File: src/rtl/xfer_pkg.sv
package xfer_pkg;
  // Strobes from control to datapath
  typedef struct packed {
    logic load;   // capture decode of the current code
    logic clear;  // return outputs to inactive
  } xferStrobe_t;
endpackage

File: src/rtl/xfer_ctrl.sv
module xfer_ctrl
  import xfer_pkg::*;
(
  input  logic        clk,
  input  logic        rst,
  input  logic        startN,
  input  logic        addrAckN,
  output xferStrobe_t strobes
);
  logic busyQ;

  always_comb begin
    strobes.load  = !busyQ && !startN;
    strobes.clear = busyQ && !addrAckN;
  end

  always_ff @(posedge clk) begin
    if (rst)                busyQ <= 1'b0;
    else if (strobes.clear) busyQ <= 1'b0;
    else if (strobes.load)  busyQ <= 1'b1;
  end
endmodule

File: src/rtl/xfer_dp.sv
module xfer_dp
  import xfer_pkg::*;
#(
  parameter int TT_W = 5,
  parameter logic [TT_W-1:0] CODE_WR_FLUSH = 5'b00010,
  parameter logic [TT_W-1:0] CODE_WR_KILL  = 5'b00110,
  parameter logic [TT_W-1:0] CODE_RD       = 5'b01010,
  parameter logic [TT_W-1:0] CODE_RD_RWITM = 5'b01110
) (
  input  logic            clk,
  input  logic            rst,
  input  logic [TT_W-1:0] ttCode,
  input  xferStrobe_t     strobes,
  output logic            claimN,
  output logic            errN,
  output logic            writeN
);
  localparam int NUM_CODES = 4;
  localparam logic [NUM_CODES*TT_W-1:0] CODE_LIST =
    {CODE_RD_RWITM, CODE_RD, CODE_WR_KILL, CODE_WR_FLUSH};
  localparam logic [NUM_CODES-1:0] CODE_IS_WRITE = 4'b0011;

  logic [NUM_CODES-1:0] hitVec;
  logic accepted;
  logic isWrite;

  for (genvar g = 0; g < NUM_CODES; g++) begin : g_match
    assign hitVec[g] = (ttCode == CODE_LIST[g*TT_W +: TT_W]);
  end

  assign accepted = |hitVec;
  assign isWrite  = |(hitVec & CODE_IS_WRITE);

  logic claimQ, errQ, writeQ;

  always_ff @(posedge clk) begin
    if (rst || strobes.clear) begin
      claimQ <= 1'b1;
      errQ   <= 1'b1;
      writeQ <= 1'b1;
    end else if (strobes.load) begin
      claimQ <= !accepted;
      errQ   <= accepted;
      writeQ <= !isWrite;
    end
  end

  assign claimN = claimQ;
  assign errN   = errQ;
  assign writeN = writeQ;
endmodule

File: src/rtl/xfer_start_decode.sv
module xfer_start_decode
  import xfer_pkg::*;
#(
  parameter int TT_W = 5
) (
  input  logic            clk,
  input  logic            rst,
  input  logic            startN,
  input  logic            addrAckN,
  input  logic [TT_W-1:0] ttCode,
  output logic            claimN,
  output logic            errN,
  output logic            writeN
);
  xferStrobe_t strobes;

  xfer_ctrl i_ctrl (
    .clk(clk), .rst(rst), .startN(startN), .addrAckN(addrAckN), .strobes(strobes)
  );

  xfer_dp #(.TT_W(TT_W)) i_dp (
    .clk(clk), .rst(rst), .ttCode(ttCode), .strobes(strobes),
    .claimN(claimN), .errN(errN), .writeN(writeN)
  );
endmodule

File: config.mk
export PLATFORM = sky130hd
export DESIGN_NAME = xfer_start_decode
export DESIGN_NICKNAME = d
export VERILOG_FILES = /design/src/rtl/xfer_pkg.sv /design/src/rtl/xfer_ctrl.sv /design/src/rtl/xfer_dp.sv /design/src/rtl/xfer_start_decode.sv
export SDC_FILE = /design/constraint.sdc
export NUM_CORES = 1
export LEC_CHECK = 0
export BUFFER_PORTS_ARGS = -buffer_cell sky130_fd_sc_hd__clkbuf_2
export CAP_MARGIN = 20
export CORE_AREA = 2 2 39 41
export CTS_BUF_LIST = sky130_fd_sc_hd__clkbuf_2
export CTS_CLUSTER_SIZE = 12
export DETAILED_ROUTE_END_ITERATION = 7
export DIE_AREA = 0 0 41 43
export PLACE_DENSITY = 0.43
export RECOVER_POWER = 25
export SLEW_MARGIN = 20
export SYNTH_ARGS = -nofsm -noshare
export SYNTH_HDL_FRONTEND = slang
export SYNTH_SLANG_ARGS = --single-unit
File: constraint.sdc
create_clock -name clk -period 1.6 [get_ports clk]
set_input_delay 0.08 -clock clk [delete_from_list [all_inputs] [get_ports clk]]
set_output_delay 0.08 -clock clk [all_outputs]
set_load 0.01 [all_outputs]
# After elaboration in Yosys (flattened, before gate mapping)
# Cells that the tools add are included.
# totals
word_cells	19
inputBits	9
register_bits	4
out_inout_bits	3
# op_classes
n_reduce_logical	11
n_eq_ne	4
# ops
op	n
5-bit by 4-bit equality test with 1-bit output (second input constant)	2
5-bit by 2-bit equality test with 1-bit output (second input constant)	1
5-bit by 3-bit equality test with 1-bit output (second input constant)	1
1-bit logical NOT	5
2-bit OR reduction	2
4-bit OR reduction	1
1-bit logical AND	2
1-bit logical OR	1

# Longest topological paths before layout
# depth
depth_word	3
depth_mapped	4
mapped_depth_nobuf	3

# Cells and area by module
# From an unflattened synthesis, not the netlist that was laid out.
# unflattened
hier_cells	18
area_unflattened_um2	163.9
# by_module_without_submodules
mod	instances	area_per_inst_um2	cells_per_inst	seq_area_each_um2
xfer_dp	1	115.1	12	60.1
xfer_ctrl	1	48.8	6	20.0

# Worst setup path before layout
# OpenSTA, ideal clock, no wires.
# synth_timing
path_type	register -> register
from	register i_ctrl.busyQ
to	register i_dp.writeQ, in the netlist i_dp.writeN
path_buffers	1
synth_period_minus_slack_ns	0.877
slack_ns	0.723
path_stages_with_launch	4
setup_time_ns	0.125
t_required_ns	1.475
arrival_time_ns	0.752
cell_sequence	dfxtp_1 buf_2 nor4_2 o21ai_1
# synth_via
elab_chain_len	2
elab_cells_between_ends	4
cone_classes	reduce/logical: 4
# synth_lines
item	line	text
from (decl)	xfer_ctrl.sv:10	logic busyQ;
from (signal assigned)	xfer_ctrl.sv:18	if (rst) busyQ <= 1'b0;
from (signal assigned)	xfer_ctrl.sv:19	else if (strobes.clear) busyQ <= 1'b0;
from (signal assigned)	xfer_ctrl.sv:20	else if (strobes.load) busyQ <= 1'b1;
1-bit logical NOT or 1-bit logical AND (tied branches)	xfer_ctrl.sv:13, xfer_ctrl.sv:14	
1-bit logical AND or 1-bit logical OR (tied branches)	xfer_ctrl.sv:13, xfer_dp.sv:37	
to (signal assigned)	xfer_dp.sv:44	writeQ <= !isWrite;
to (decl)	xfer_dp.sv:34	logic claimQ, errQ, writeQ;
# Several ways; a longest one is shown, not always the timed one.
# A chain may end at the register's enable or synchronous reset.

# Worst setup path after layout
# layout_timing
from	register i_ctrl.busyQ
to	register i_dp.claimQ, in the netlist i_dp.claimN
# layout_via
elab_chain_len	2
elab_cells_between_ends	4
cone_classes	reduce/logical: 4
# layout_lines
item	line	text
1-bit logical NOT or 1-bit logical AND (tied branches)	xfer_ctrl.sv:13, xfer_ctrl.sv:14	
1-bit logical AND or 1-bit logical OR (tied branches)	xfer_ctrl.sv:13, xfer_dp.sv:37	
to (signal assigned)	xfer_dp.sv:42	claimQ <= !accepted;
to (decl)	xfer_dp.sv:34	
# Several ways; a longest one is shown, not always the timed one.

==> results by group <==
Yosys
  • Commonest register cell after synthesis: sky130_fd_sc_hd__dfxtp_1
  • Synth Register Bits: 4
  • Instance count of the mapped netlist: 20
  • Post-synthesis adder-cell area fraction: 0%
  • Share of the synthesized area in the top cell type: 43.2%
  • Post-Syn Area: 185 um^2
  • Main combinational cell family by area after synthesis: simple AND/OR/NAND/NOR gates
  • Share of synthesized flip-flops with an asynchronous set or reset: 0%
  • Synth cell types: 14
  • Post-Syn Nets: 29
  • Largest cells by area after synthesis: sky130_fd_sc_hd__dfxtp_1 (43%), sky130_fd_sc_hd__nor4_2 (6.8%), sky130_fd_sc_hd__nor2_1 (6.1%)
  • Part of the Yosys area used for sequential elements: about 43%
  • Warnings, synthesis: 0
  • Most repeated cell in the gate-level netlist after synthesis: sky130_fd_sc_hd__dfxtp_1
  • Post-Synth Simple-Gate Area: around 28%
  • Cell accounting for the most synthesized area: sky130_fd_sc_hd__dfxtp_1
  • XOR/XNOR share of the synthesized area: 0%
  • Multiplexer fraction of the synthesized cell area: under 10%
  • Synth Area in Compound Gates: 16.2%
  • Avg Cell Area, Syn: ~9.3 um^2
  • Number of enable flip-flop cells after synthesis: 0
  • Cell types with the highest counts after synthesis: sky130_fd_sc_hd__dfxtp_1 (4), sky130_fd_sc_hd__nor2_1 (3), sky130_fd_sc_hd__inv_1 (2)

Clocking
  • Number of buffers inserted during clock tree synthesis: 3
  • Clock-pin slew reported for the worst setup and hold paths after clock tree synthesis: around 50 ps
  • Clock insertion delay at the later pin of the skew report: approximately 210 ps
  • Max Root-Sink Buffers: 2
  • Root buffer cell: sky130_fd_sc_hd__clkbuf_2
  • Clock Sink Count: 4
  • Number of post-CTS setup repair buffers: 0
  • CTS Hold Bufs: 0
  • Post_cts resized: 0
  • Total number of H-tree levels: 1
  • TritonCTS clock tree: yes

STA
  • Number of max-slew violations in the final report: 0
  • Worst Skew: a little under 9 ps
  • Number of endpoints failing setup at the final stage: 0
  • Slew at the pin closest to its max-slew limit: 288 ps
  • Sum of negative setup slack: 0 ps
  • Shortest clock period the worst path allows after layout: 938 ps
  • Number of hold violations in the final report: 0
  • Final period utilization: about three fifths
  • RSZ-0062 raised after global routing: no
  • Normalized max-slew margin: a little over 80%
  • Highest attainable clock frequency: 1.07 GHz

Route
  • Vias per Instance: roughly 3.8
  • Post-detailed-route DRC marker count: 0
  • Per-cell routed wire length: between 8 and 9 um
  • Detail Route Antenna Nets: 0
  • Routed vias: approximately 180
  • TritonRoute pass-1 iters: 2
  • Wirelength, routed: about 420 um
  • DRT iter0 DRCs: 8

Critical path
  • Worst path arrival time: approximately 1100 ps
  • Cell at the slowest stage of the critical path: sky130_fd_sc_hd__dfxtp_1
  • Chain of cells forming the critical path: mux2i_1 > nor2_1 > o21bai_1
  • Crit path to: i_dp.claimN$_SDFFE_PP1P_
  • Critical path type: register to register
  • Critical path peak fanout: 7
  • Worst Reg2Reg Path Length in Cells: 3
  • Endpoint kind of the worst setup timing path: register
  • WP data required: 1740 ps
  • Source of the worst register-to-register timing path: i_ctrl.busyQ$_SDFFE_PP0P_
  • Startpoint type of the worst setup path: register
  • First element of the critical path: i_ctrl.busyQ$_SDFFE_PP0P_
  • Worst flop-to-flop path endpoint: i_dp.claimN$_SDFFE_PP1P_
  • Reg-to-reg slack, setup: roughly 660 ps
  • CP max stage delay: between 400 and 500 ps

Place
  • Placement Cell Area: about 250 um^2
  • Port Buffers: 10
  • HPWL after detailed placement: approximately 320 um
  • Final weighted congestion of routability-driven global placement: about 0.64

Cells and area
  • Non-Filler Cell Area, Final: between 200 and 300 um^2
  • Fraction of layout cells with a size suffix above 1: 46.9%
  • Area grow syn2layout: 42.6%
  • Utilization after layout: about a fifth
  • Number of antenna cells inserted: 0
  • Fill cell count: roughly 160
  • Net count of the finished layout: 43

Pwr
  • Switching component of the power: between 60 and 70 uW
  • Fraction of power consumed by sequential logic: a little under half
  • Power density over the cells: 880 nW/um^2
  • IR Drop Worst-Case VDD: around 0.25 mV
  • Switching share of total power: roughly a quarter
  • Total leakage power: between 0.0001 and 0.00015 uW
  • Comb pwr share: between 10% and 20%
  • Cell internal pwr: about 170 uW
  • Clock share of power: between 30% and 40%
  • Power after layout: roughly 230 uW

Run
  • Number of violations of the max-capacitance limit: 0

Global routing
  • Total global routing track utilization: under 10%
  • Wire length of the first global-routing pass: roughly 660 um
  • Overflow after GRT: 0
  • Via count of the first global-routing pass: around 170
  • Number of antenna violations at the first check in global routing: 0
  • Largest net degree at the start of global routing: 8

Floorplan
  • Num rows: 14
  • Floorplan die height: 43 um
  • Initial Util: a little over an eighth
  • Full die area: 1760 um^2
  • Core region area: 1380 um^2
  • Width of the die: approximately 41 um
  • # IOs: 12

Run status
  • Run status: completed

Min path
  • Hold Crit Class: primary input to register
flip-flops by register name, summed over array words and instances, names as in the netlist:
signal        count
i_ctrl.busyQ      1
i_dp.claimN       1
i_dp.errN         1
i_dp.writeN       1
worst max-delay path: cells and delay by family (launching register included):
family,cells,cell delay (ps)
AND/OR/NAND/NOR,1,50
flip-flops,1,480
AO/OA/AOI/OAI,1,110
multiplexers,1,220
logic make-up (layout without fill, tap and decap cells):
group	count (synthesis)	after routing
AOI/OAI and AO/OA	5	5
buffers and inverters	3	15
DFF	4	4
muxes	1	1
and+or+nand+nor	7	7
power groups by stage:
stage | combinational, uW | clock, uW | sequential [uW]
after CTS | 30.4 | 97.5 | 111
final | 29.6 | 91.8 | 111
after global routing | 33.3 | 112 | 111
after global placement | 29.7 | 0 | 113
after detailed placement | 30.0 | 0 | 113
after floorplan | 17.7 | 0 | 110
cell usage in the layout (no fill, tap or decap):
cell and instances:
sky130_fd_sc_hd__o21ai_0 1, sky130_fd_sc_hd__clkbuf_2 12, sky130_fd_sc_hd__o21bai_1 1, sky130_fd_sc_hd__mux2i_1 1, sky130_fd_sc_hd__nor4_2 1, sky130_fd_sc_hd__nand3b_1 1, sky130_fd_sc_hd__a21oi_1 1, sky130_fd_sc_hd__dfxtp_1 4
sky130_fd_sc_hd__o21ai_1 1, sky130_fd_sc_hd__a21boi_0 1, sky130_fd_sc_hd__clkbuf_1 1, sky130_fd_sc_hd__nor2_1 3, sky130_fd_sc_hd__inv_1 2, sky130_fd_sc_hd__or3b_4 1, sky130_fd_sc_hd__nor3_2 1
how the worst min path moves through the flow:
stage / from / endpoint / slack [ps] / cells after the start
finish: rst / i_dp.claimN$_SDFFE_PP1P_ / 90 / 2
global route: rst / i_dp.claimN$_SDFFE_PP1P_ / 60 / 2
CTS: rst / i_dp.claimN$_SDFFE_PP1P_ / 80 / 2
detailed placement: rst / i_dp.claimN$_SDFFE_PP1P_ / 300 / 2
global placement: rst / i_dp.claimN$_SDFFE_PP1P_ / 300 / 2
floorplan: rst / i_dp.claimN$_SDFFE_PP1P_ / 190 / 1
through the flow:
step           instances  hold slack [ps]  setup WS [ps]
3_3_place_gp          45              301            660
5_1_grt               48             64.6            567
2_1_floorplan         20              187            723
4_1_cts               48             79.4            660
6_report              48             88.8            662
3_5_place_dp          45              299            675
layer usage:
layer	vias up	GRT usage (%)	share of wire, %
met5	-	0	0
met4	0	2.00	0
met3	0	9.42	16
met2	12	6.25	32
met1	78	7.37	52
li1	92	-	-
area by class of cell:
type	instances	area, um^2	share of cell area, %
inverters	2	7.51	2.84
well taps	16	20.0	7.58
repair buffers	10	48.8	18.5
clock buffers	3	15.0	5.69
multi-input cells	13	92.6	35.1
flip-flops and latches	4	80.1	30.3
No activity file was read; power rests on OpenSTA's default activity.
